**src/rtl/uart_mon_pkg.sv**
```systemverilog
package uart_mon_pkg;

  localparam int FRAC_BITS = 8;

  typedef enum logic [2:0] {
    ST_IDLE,
    ST_START,
    ST_DATA,
    ST_PAR,
    ST_STOP
  } lane_state_e;

  typedef enum logic [2:0] {
    PAR_NONE = 3'd0,
    PAR_ODD  = 3'd1,
    PAR_EVEN = 3'd2,
    PAR_ZERO = 3'd3,
    PAR_ONE  = 3'd4
  } parity_e;

endpackage

```
**src/rtl/uart_mon_timer.sv**
```systemverilog
module uart_mon_timer #(
  parameter int PW = 20,
  parameter int EW = PW + 4
) (
  input  logic          clk,
  input  logic          rst_n,
  input  logic          run,
  input  logic          restart,
  input  logic          advance,
  input  logic [PW-1:0] period,
  output logic          hit
);
  import uart_mon_pkg::*;

  localparam logic [EW-1:0] ONE_SAMPLE = EW'(1) << FRAC_BITS;

  logic [EW-1:0] elapsed_q;
  logic [EW-1:0] target_q;

  always_ff @(posedge clk or negedge rst_n) begin
    if (!rst_n) begin
      elapsed_q <= '0;
      target_q  <= '0;
    end else if (restart) begin
      elapsed_q <= ONE_SAMPLE;
      target_q  <= EW'(period >> 1);
    end else begin
      if (run)     elapsed_q <= elapsed_q + ONE_SAMPLE;
      if (advance) target_q  <= target_q + EW'(period);
    end
  end

  assign hit = run && (elapsed_q >= target_q);

endmodule

```
**src/rtl/uart_mon_parity.sv**
```systemverilog
module uart_mon_parity #(
  parameter int DW = 9
) (
  input  logic [DW-1:0]          data,
  input  logic                   pbit,
  input  uart_mon_pkg::parity_e  mode,
  output logic                   ok
);
  import uart_mon_pkg::*;

  logic odd_ones;
  assign odd_ones = (^data) ^ pbit;

  always_comb begin
    unique case (mode)
      PAR_ODD:  ok = odd_ones;
      PAR_EVEN: ok = !odd_ones;
      PAR_ZERO: ok = !pbit;
      PAR_ONE:  ok = pbit;
      default:  ok = 1'b1;
    endcase
  end

endmodule

```
**src/rtl/uart_mon_lane.sv**
```systemverilog
module uart_mon_lane #(
  parameter int PW = 20,
  parameter int DW = 9,
  parameter int LW = 4
) (
  input  logic                  clk,
  input  logic                  rst_n,
  input  logic                  line,
  input  logic [PW-1:0]         cfg_period,
  input  logic [LW-1:0]         cfg_len,
  input  uart_mon_pkg::parity_e cfg_parity,
  input  logic                  cfg_msb_first,
  output logic                  res_valid,
  output logic [DW-1:0]         res_data,
  output logic [2:0]            res_flags
);
  import uart_mon_pkg::*;

  lane_state_e   state_q;
  logic          prev_line_q;
  logic          prev_vld_q;
  logic [DW-1:0] shreg_q;
  logic [LW-1:0] bit_idx_q;
  logic          f_start_q;
  logic          f_par_q;

  logic          fall;
  logic          run;
  logic          restart;
  logic          advance;
  logic          hit;
  logic          par_ok;
  logic [DW-1:0] shift_nxt;
  logic [LW-1:0] last_idx;

  assign fall     = prev_vld_q && prev_line_q && !line;
  assign run      = (state_q != ST_IDLE);
  assign restart  = (state_q == ST_IDLE) && fall;
  assign last_idx = cfg_len - LW'(1);
  assign advance  = hit && ((state_q == ST_START) || (state_q == ST_DATA) ||
                            ((state_q == ST_PAR) && (cfg_parity != PAR_NONE)));

  always_comb begin
    if (cfg_msb_first) shift_nxt = {shreg_q[DW-2:0], line};
    else               shift_nxt = (shreg_q >> 1) | (DW'(line) << last_idx);
  end

  uart_mon_timer #(.PW(PW), .EW(PW + 4)) timer_i (
    .clk     (clk),
    .rst_n   (rst_n),
    .run     (run),
    .restart (restart),
    .advance (advance),
    .period  (cfg_period),
    .hit     (hit)
  );

  uart_mon_parity #(.DW(DW)) parity_i (
    .data (shreg_q),
    .pbit (line),
    .mode (cfg_parity),
    .ok   (par_ok)
  );

  always_ff @(posedge clk or negedge rst_n) begin
    if (!rst_n) begin
      state_q     <= ST_IDLE;
      prev_line_q <= 1'b1;
      prev_vld_q  <= 1'b0;
      shreg_q     <= '0;
      bit_idx_q   <= '0;
      f_start_q   <= 1'b0;
      f_par_q     <= 1'b0;
      res_valid   <= 1'b0;
      res_data    <= '0;
      res_flags   <= '0;
    end else begin
      prev_line_q <= line;
      prev_vld_q  <= 1'b1;
      res_valid   <= 1'b0;
      unique case (state_q)
        ST_IDLE: if (fall) state_q <= ST_START;
        ST_START: if (hit) begin
          f_start_q <= line;
          f_par_q   <= 1'b0;
          shreg_q   <= '0;
          bit_idx_q <= '0;
          state_q   <= ST_DATA;
        end
        ST_DATA: if (hit) begin
          shreg_q <= shift_nxt;
          if (bit_idx_q == last_idx) state_q <= ST_PAR;
          else bit_idx_q <= bit_idx_q + LW'(1);
        end
        ST_PAR: begin
          if (cfg_parity == PAR_NONE) begin
            state_q <= ST_STOP;
          end else if (hit) begin
            f_par_q <= !par_ok;
            state_q <= ST_STOP;
          end
        end
        ST_STOP: if (hit) begin
          res_valid <= 1'b1;
          res_data  <= shreg_q;
          res_flags <= {!line, f_par_q, f_start_q};
          state_q   <= ST_IDLE;
        end
        default: state_q <= ST_IDLE;
      endcase
    end
  end

endmodule

```
**src/rtl/uart_frame_monitor.sv**
```systemverilog
module uart_frame_monitor #(
  parameter int PERIOD_W = 20,
  parameter int DATA_W   = 9,
  parameter int LEN_W    = 4
) (
  input  logic                clk,
  input  logic                rst_n,
  input  logic                rx_line,
  input  logic                tx_line,
  input  logic [PERIOD_W-1:0] cfg_period,
  input  logic [LEN_W-1:0]    cfg_len,
  input  logic [2:0]          cfg_parity,
  input  logic                cfg_msb_first,
  output logic                rx_valid,
  output logic                rx_chan,
  output logic [DATA_W-1:0]   rx_data,
  output logic [2:0]          rx_flags,
  output logic                tx_valid,
  output logic                tx_chan,
  output logic [DATA_W-1:0]   tx_data,
  output logic [2:0]          tx_flags
);
  import uart_mon_pkg::*;

  localparam int NCH = 2;

  logic [NCH-1:0]             lines;
  logic [NCH-1:0]             valids;
  logic [NCH-1:0][DATA_W-1:0] datas;
  logic [NCH-1:0][2:0]        flags;
  parity_e                    par_mode;

  assign lines    = {tx_line, rx_line};
  assign par_mode = parity_e'(cfg_parity);

  for (genvar g = 0; g < NCH; g++) begin : g_lane
    uart_mon_lane #(.PW(PERIOD_W), .DW(DATA_W), .LW(LEN_W)) lane_i (
      .clk           (clk),
      .rst_n         (rst_n),
      .line          (lines[g]),
      .cfg_period    (cfg_period),
      .cfg_len       (cfg_len),
      .cfg_parity    (par_mode),
      .cfg_msb_first (cfg_msb_first),
      .res_valid     (valids[g]),
      .res_data      (datas[g]),
      .res_flags     (flags[g])
    );
  end

  assign rx_valid = valids[0];
  assign rx_chan  = 1'b0;
  assign rx_data  = datas[0];
  assign rx_flags = flags[0];
  assign tx_valid = valids[1];
  assign tx_chan  = 1'b1;
  assign tx_data  = datas[1];
  assign tx_flags = flags[1];

endmodule

```
**config.mk**
```make
export PLATFORM = sky130hd
export DESIGN_NAME = uart_frame_monitor
export DESIGN_NICKNAME = d
export VERILOG_FILES = /design/src/rtl/uart_mon_pkg.sv /design/src/rtl/uart_mon_timer.sv /design/src/rtl/uart_mon_parity.sv /design/src/rtl/uart_mon_lane.sv /design/src/rtl/uart_frame_monitor.sv
export SDC_FILE = /design/constraint.sdc
export NUM_CORES = 1
export LEC_CHECK = 0
export ABC_AREA = 1
export BUFFER_PORTS_ARGS = -buffer_cell sky130_fd_sc_hd__buf_2
export CAP_MARGIN = 20
export CORE_MARGIN = 3
export CORE_UTILIZATION = 28
export DETAILED_ROUTE_END_ITERATION = 8
export GPL_ROUTABILITY_DRIVEN = 0
export HOLD_SLACK_MARGIN = 0.06
export PLACE_DENSITY_LB_ADDON = 0.12
export SLEW_MARGIN = 10
export SYNTH_ARGS = -nofsm -noshare
export SYNTH_HDL_FRONTEND = slang
export SYNTH_SLANG_ARGS = --single-unit
```
**constraint.sdc**
```tcl
create_clock -name clk -period 1.8 [get_ports clk]
set_input_delay 0.18 -clock clk [delete_from_list [all_inputs] [get_ports clk]]
set_output_delay 0.18 -clock clk [all_outputs]
set_load 0.02 [all_outputs]
```
==> impl_summary.md <==
Floorplanning
The full die area is 45300 sq um. The number of cell rows is 75. In this run the horizontal extent of the chip is 213 microns.

The starting density of the core is 0.285. After floorplanning, the core was sized to cover 42100 sq um. 60 I/O pins were placed. The die height is 213 microns.

Clock tree
No sink is reached through more buffers than the 2 on the longest clock path. The insertion delay of the later-clocked pin in the worst-skew pair is 0.47 ns. Clock tree synthesis selected as its root buffer the cell sky130_fd_sc_hd__clkbuf_16.

The CTS buffer count is 17. The clock transition at the registers of the reported paths is 0.06 ns. The sink count of the clock tree is 145. The number of levels the H-tree was split into is 4. TritonCTS built the clock tree.

Final layout
The layout overhead on the synthesized area is 39.5%. The number of antenna cells inserted is 0. The final-stage net count is 2285. Excluding fillers, the count of instances in the completed layout stands at 2725. The fraction of final layout cells with drive strength greater than 1 is 0.280. The fraction of the core area covered by cells at the end of the flow is 0.397.

Critical path
On the critical path the largest part of the delay comes from simple AND/OR/NAND/NOR gates. The total number of cells along the worst setup path is 10. For flop-to-flop paths, the worst setup slack is -0.24 ns. The depth of the worst register-to-register path is 10. On the critical path, the stage with the largest delay is an instance of sky130_fd_sc_hd__dfrtp_1. The data required time of the worst path is 2.15 ns. The number of buffers and inverters on the critical path is 1. The highest cell delay on the worst timing path is 0.39 ns. The kind of critical path is flip-flop to flip-flop. The nature of the critical path startpoint is a flip-flop. Walking the worst path, the cells encountered are ha_1, nand2_1, nor2_1, nand2_1, nand3b_1, nand3_4, nand3b_4, clkbuf_16, nand3_2, nand3_2. Along the worst path, the maximum fanout reaches 8. The worst setup path is captured at a flip-flop. The data arrival time at the worst-slack endpoint is 2.38 ns.

Logic synthesis
In this run, synthesis inferred 0 flip-flops with an integrated enable. In the synthesized netlist the async set-or-reset flop fraction comes to 1.00. Synthesis handed over a netlist of 1867 instances.

The most used flip-flop cell after synthesis is sky130_fd_sc_hd__dfrtp_1. The cell area that synthesis handed to floorplanning was 12000 sq um. The Yosys step of the flow raised 0 warnings. A synthesized cell averages 6.42 sq um. In this run, distinct cell masters in the synthesized netlist total 47. The number of synthesized register bits is 145. For this run, the register share of the synthesized area comes to 0.303.

Detailed routing
The final routed wire length divided by cell count is 14.8 microns. In this run the remaining antenna-violating nets after routing total 0. The routed layout has 12602 vias. The detailed router finished its first iteration with 681 violations. After detailed routing, the number of vias per cell comes to 4.62. The first TritonRoute pass finished after 5 iterations.

The number of remaining DRC errors is 0. The final layout contains routed wiring with a total length of 40200 microns.

STA
The final cycle utilization of the critical path is 1.13. On the final layout, the worst clock skew is 0.0134 ns. At the pin with the least slew margin, the transition time is 0.648 ns.

The final hold violation count was 0. The final critical path time including I/O delays and setup is 2.04 ns. The max-slew violation count is 0. Setup repair after global routing could not meet its margin everywhere. After layout, the worst setup slack is -0.235 ns. The final number of setup-violating endpoints is 108. Measured against its own limit, the worst slew margin works out to 0.568.

The maximum clock frequency is 491 MHz.

Placement
Port buffering added 57 buffers. Once detailed placement completed, the half-perimeter wirelength came to 30700 microns. After detailed placement, the design holds a cell count of 2656.

Pwr
The largest voltage drop on the vdd net is 0.702 mV. The analysis attributes to cell leakage a power of 9.00 nW. In this run the power density over the cells is 1720 nW/um^2.

Worst hold path
The type of the most critical hold path is primary input to flip-flop. Counting instances, the worst hold path has a depth of 4.

Global routing
The number of global-route vias before repair is 12035. Summed over all layers, the global routing overflow is 0. The initial antenna violation count was 0. The largest net degree at the start of global routing is 36. The total global routing track utilization is 0.179. The first-pass GRT wire length is 63200 microns.

Status
The flow ran to the end, but the final reports show violations. The final reports fail on setup timing.

Job
The number of violations of the max-capacitance limit is 0.
layer usage:
| layer | part of all wire | wire length [microns] | GRT usage |
|---|---|---|---|
| met3 | 0.033 | 1310 | 0.0341 |
| met4 | 0.019 | 777 | 0.0544 |
| met5 | 0 | 0 | 0 |
| met2 | 0.46 | 18600 | 0.289 |
| met1 | 0.48 | 19500 | 0.243 |
per-stage QoR:
step	total power [mW]	worst slack, ns	area, sq um	hold WS [ns]	TNS, ns
floorplan	15.7	-0.00237	12000	-0.116	-0.0199
global placement	21.9	-0.288	14600	0.131	-19.88
detailed placement	21.9	-0.365	14600	0.132	-22.01
CTS	27.1	-0.199	15900	0.0785	-13.56
global route	31.4	-0.316	16700	0.114	-26.91
finish	28.7	-0.235	16700	0.114	-15.16
area by class of cell:
cell class | instances | area (sq um)
Clock buffer | 19 | 453
Clock inverter | 12 | 134
Fill cell | 4429 | 25400
Inverter | 290 | 1100
Multi-Input combinational cell | 1400 | 8150
Sequential cell | 145 | 3630
Tap cell | 539 | 674
Timing Repair Buffer | 320 | 2580
timing repair:
action	CTS	global route
gates cloned	0	6
setup endpoints to repair	110	118
hold buffers	8	0
setup buffers	10	16
endpoints found under the hold margin	155	0
pin swaps	30	41
gates resized for setup	116	151
logic make-up (layout without fill, tap and decap cells):
| kind of cell | Yosys count | in the layout | synth area share |
|---|---|---|---|
| other | 2 | 3 | 0.000626 |
| adders and majority gates | 79 | 79 | 0.0837 |
| buffers and inverters | 323 | 641 | 0.109 |
| and+or+nand+nor | 1131 | 1131 | 0.411 |
| muxes | 3 | 3 | 0.00250 |
| xor gates and xnor gates | 31 | 31 | 0.0226 |
| AOI/OAI and AO/OA | 153 | 153 | 0.0681 |
| DFF | 145 | 145 | 0.303 |
worst register-to-register path: stages, from the launching register on:
cell and delay, ns:
sky130_fd_sc_hd__dfrtp_1 0.39, sky130_fd_sc_hd__ha_1 0.33, sky130_fd_sc_hd__nand2_1 0.08, sky130_fd_sc_hd__nor2_1 0.13
sky130_fd_sc_hd__nand2_1 0.06, sky130_fd_sc_hd__nand3b_1 0.19, sky130_fd_sc_hd__nand3_4 0.17, sky130_fd_sc_hd__nand3b_4 0.19
sky130_fd_sc_hd__clkbuf_16 0.24, sky130_fd_sc_hd__nand3_2 0.07, sky130_fd_sc_hd__nand3_2 0.05
report_power, final:
group | switching, mW | internal (mW) | total, mW
combinational | 10.9 | 8.50 | 19.4
clock | 1.59 | 2.11 | 3.70
sequential | 1.07 | 4.52 | 5.59
worst paths after layout:
| path | start | endpoint |
|---|---|---|
| max | g_lane[0].lane_i.timer_i.elapsed_q[11]$_DFFE_PN0P_ | g_lane[0].lane_i.timer_i.target_q[8]$_DFFE_PN0P_ |
| min | cfg_period[0] | g_lane[0].lane_i.timer_i.target_q[0]$_DFFE_PN0P_ |
| max reg2reg | g_lane[0].lane_i.timer_i.elapsed_q[11]$_DFFE_PN0P_ | g_lane[0].lane_i.timer_i.target_q[8]$_DFFE_PN0P_ |
| min reg2reg | g_lane[0].lane_i.f_par_q$_DFFE_PN0P_ | g_lane[0].lane_i.res_flags[1]$_DFFE_PN0P_ |
| max in group asynchronous | rst_n | g_lane[0].lane_i.prev_line_q$_DFF_PN1_ |
| min in group asynchronous | rst_n | g_lane[0].lane_i.timer_i.target_q[2]$_DFFE_PN0P_ |
synthesized netlist by cell type (all sizes together) (4+ instances only):
cell type / number / share of area
ha: 77 / 0.080
nand3b: 16 / 0.012
nor2: 146 / 0.053
buf: 28 / 0.016
nand2: 720 / 0.23
nor3: 27 / 0.013
xor2: 23 / 0.017
o21ai: 77 / 0.032
dfrtp: 143 / 0.30
nand4: 28 / 0.015
and2: 4 / 0.0021
clkbuf: 5 / 0.0016
xnor2: 8 / 0.0058
a21oi: 55 / 0.023
o211ai: 13 / 0.0081
nand3: 184 / 0.083
or2: 5 / 0.0028
inv: 289 / 0.091
layout by cell type, fill, tap and decap left out, drive strengths merged:
| cell type | n |
|---|---|
| a21o | 3 |
| a21oi | 55 |
| and2 | 4 |
| and3 | 1 |
| buf | 307 |
| bufinv | 2 |
| clkbuf | 24 |
| clkinv | 8 |
| clkinvlp | 1 |
| conb | 3 |
| dfrtp | 143 |
| dfstp | 2 |
| dlygate4sd3 | 8 |
| fa | 2 |
| ha | 77 |
| inv | 291 |
| mux2i | 3 |
| nand2 | 720 |
| nand3 | 184 |
| nand3b | 16 |
| nand4 | 28 |
| nor2 | 146 |
| nor3 | 27 |
| o211ai | 13 |
| o21a | 1 |
| o21ai | 77 |
| o22ai | 1 |
| o31ai | 3 |
| or2 | 5 |
| xnor2 | 8 |
| xor2 | 23 |
flip-flops by register name (all words and copies together), names as in the netlist, 2 cells and up:
register                         cells
g_lane.lane_i.bit_idx_q              8
g_lane.lane_i.f_start_q              2
g_lane.lane_i.res_data              18
g_lane.lane_i.f_par_q                2
g_lane.lane_i.prev_line_q            2
g_lane.lane_i.timer_i.target_q      48
g_lane.lane_i.shreg_q               18
g_lane.lane_i.res_flags              6
g_lane.lane_i.res_valid              2
g_lane.lane_i.timer_i.elapsed_q     32
g_lane.lane_i.state_q                6
Note: power is estimated with default switching activity, not from simulation.
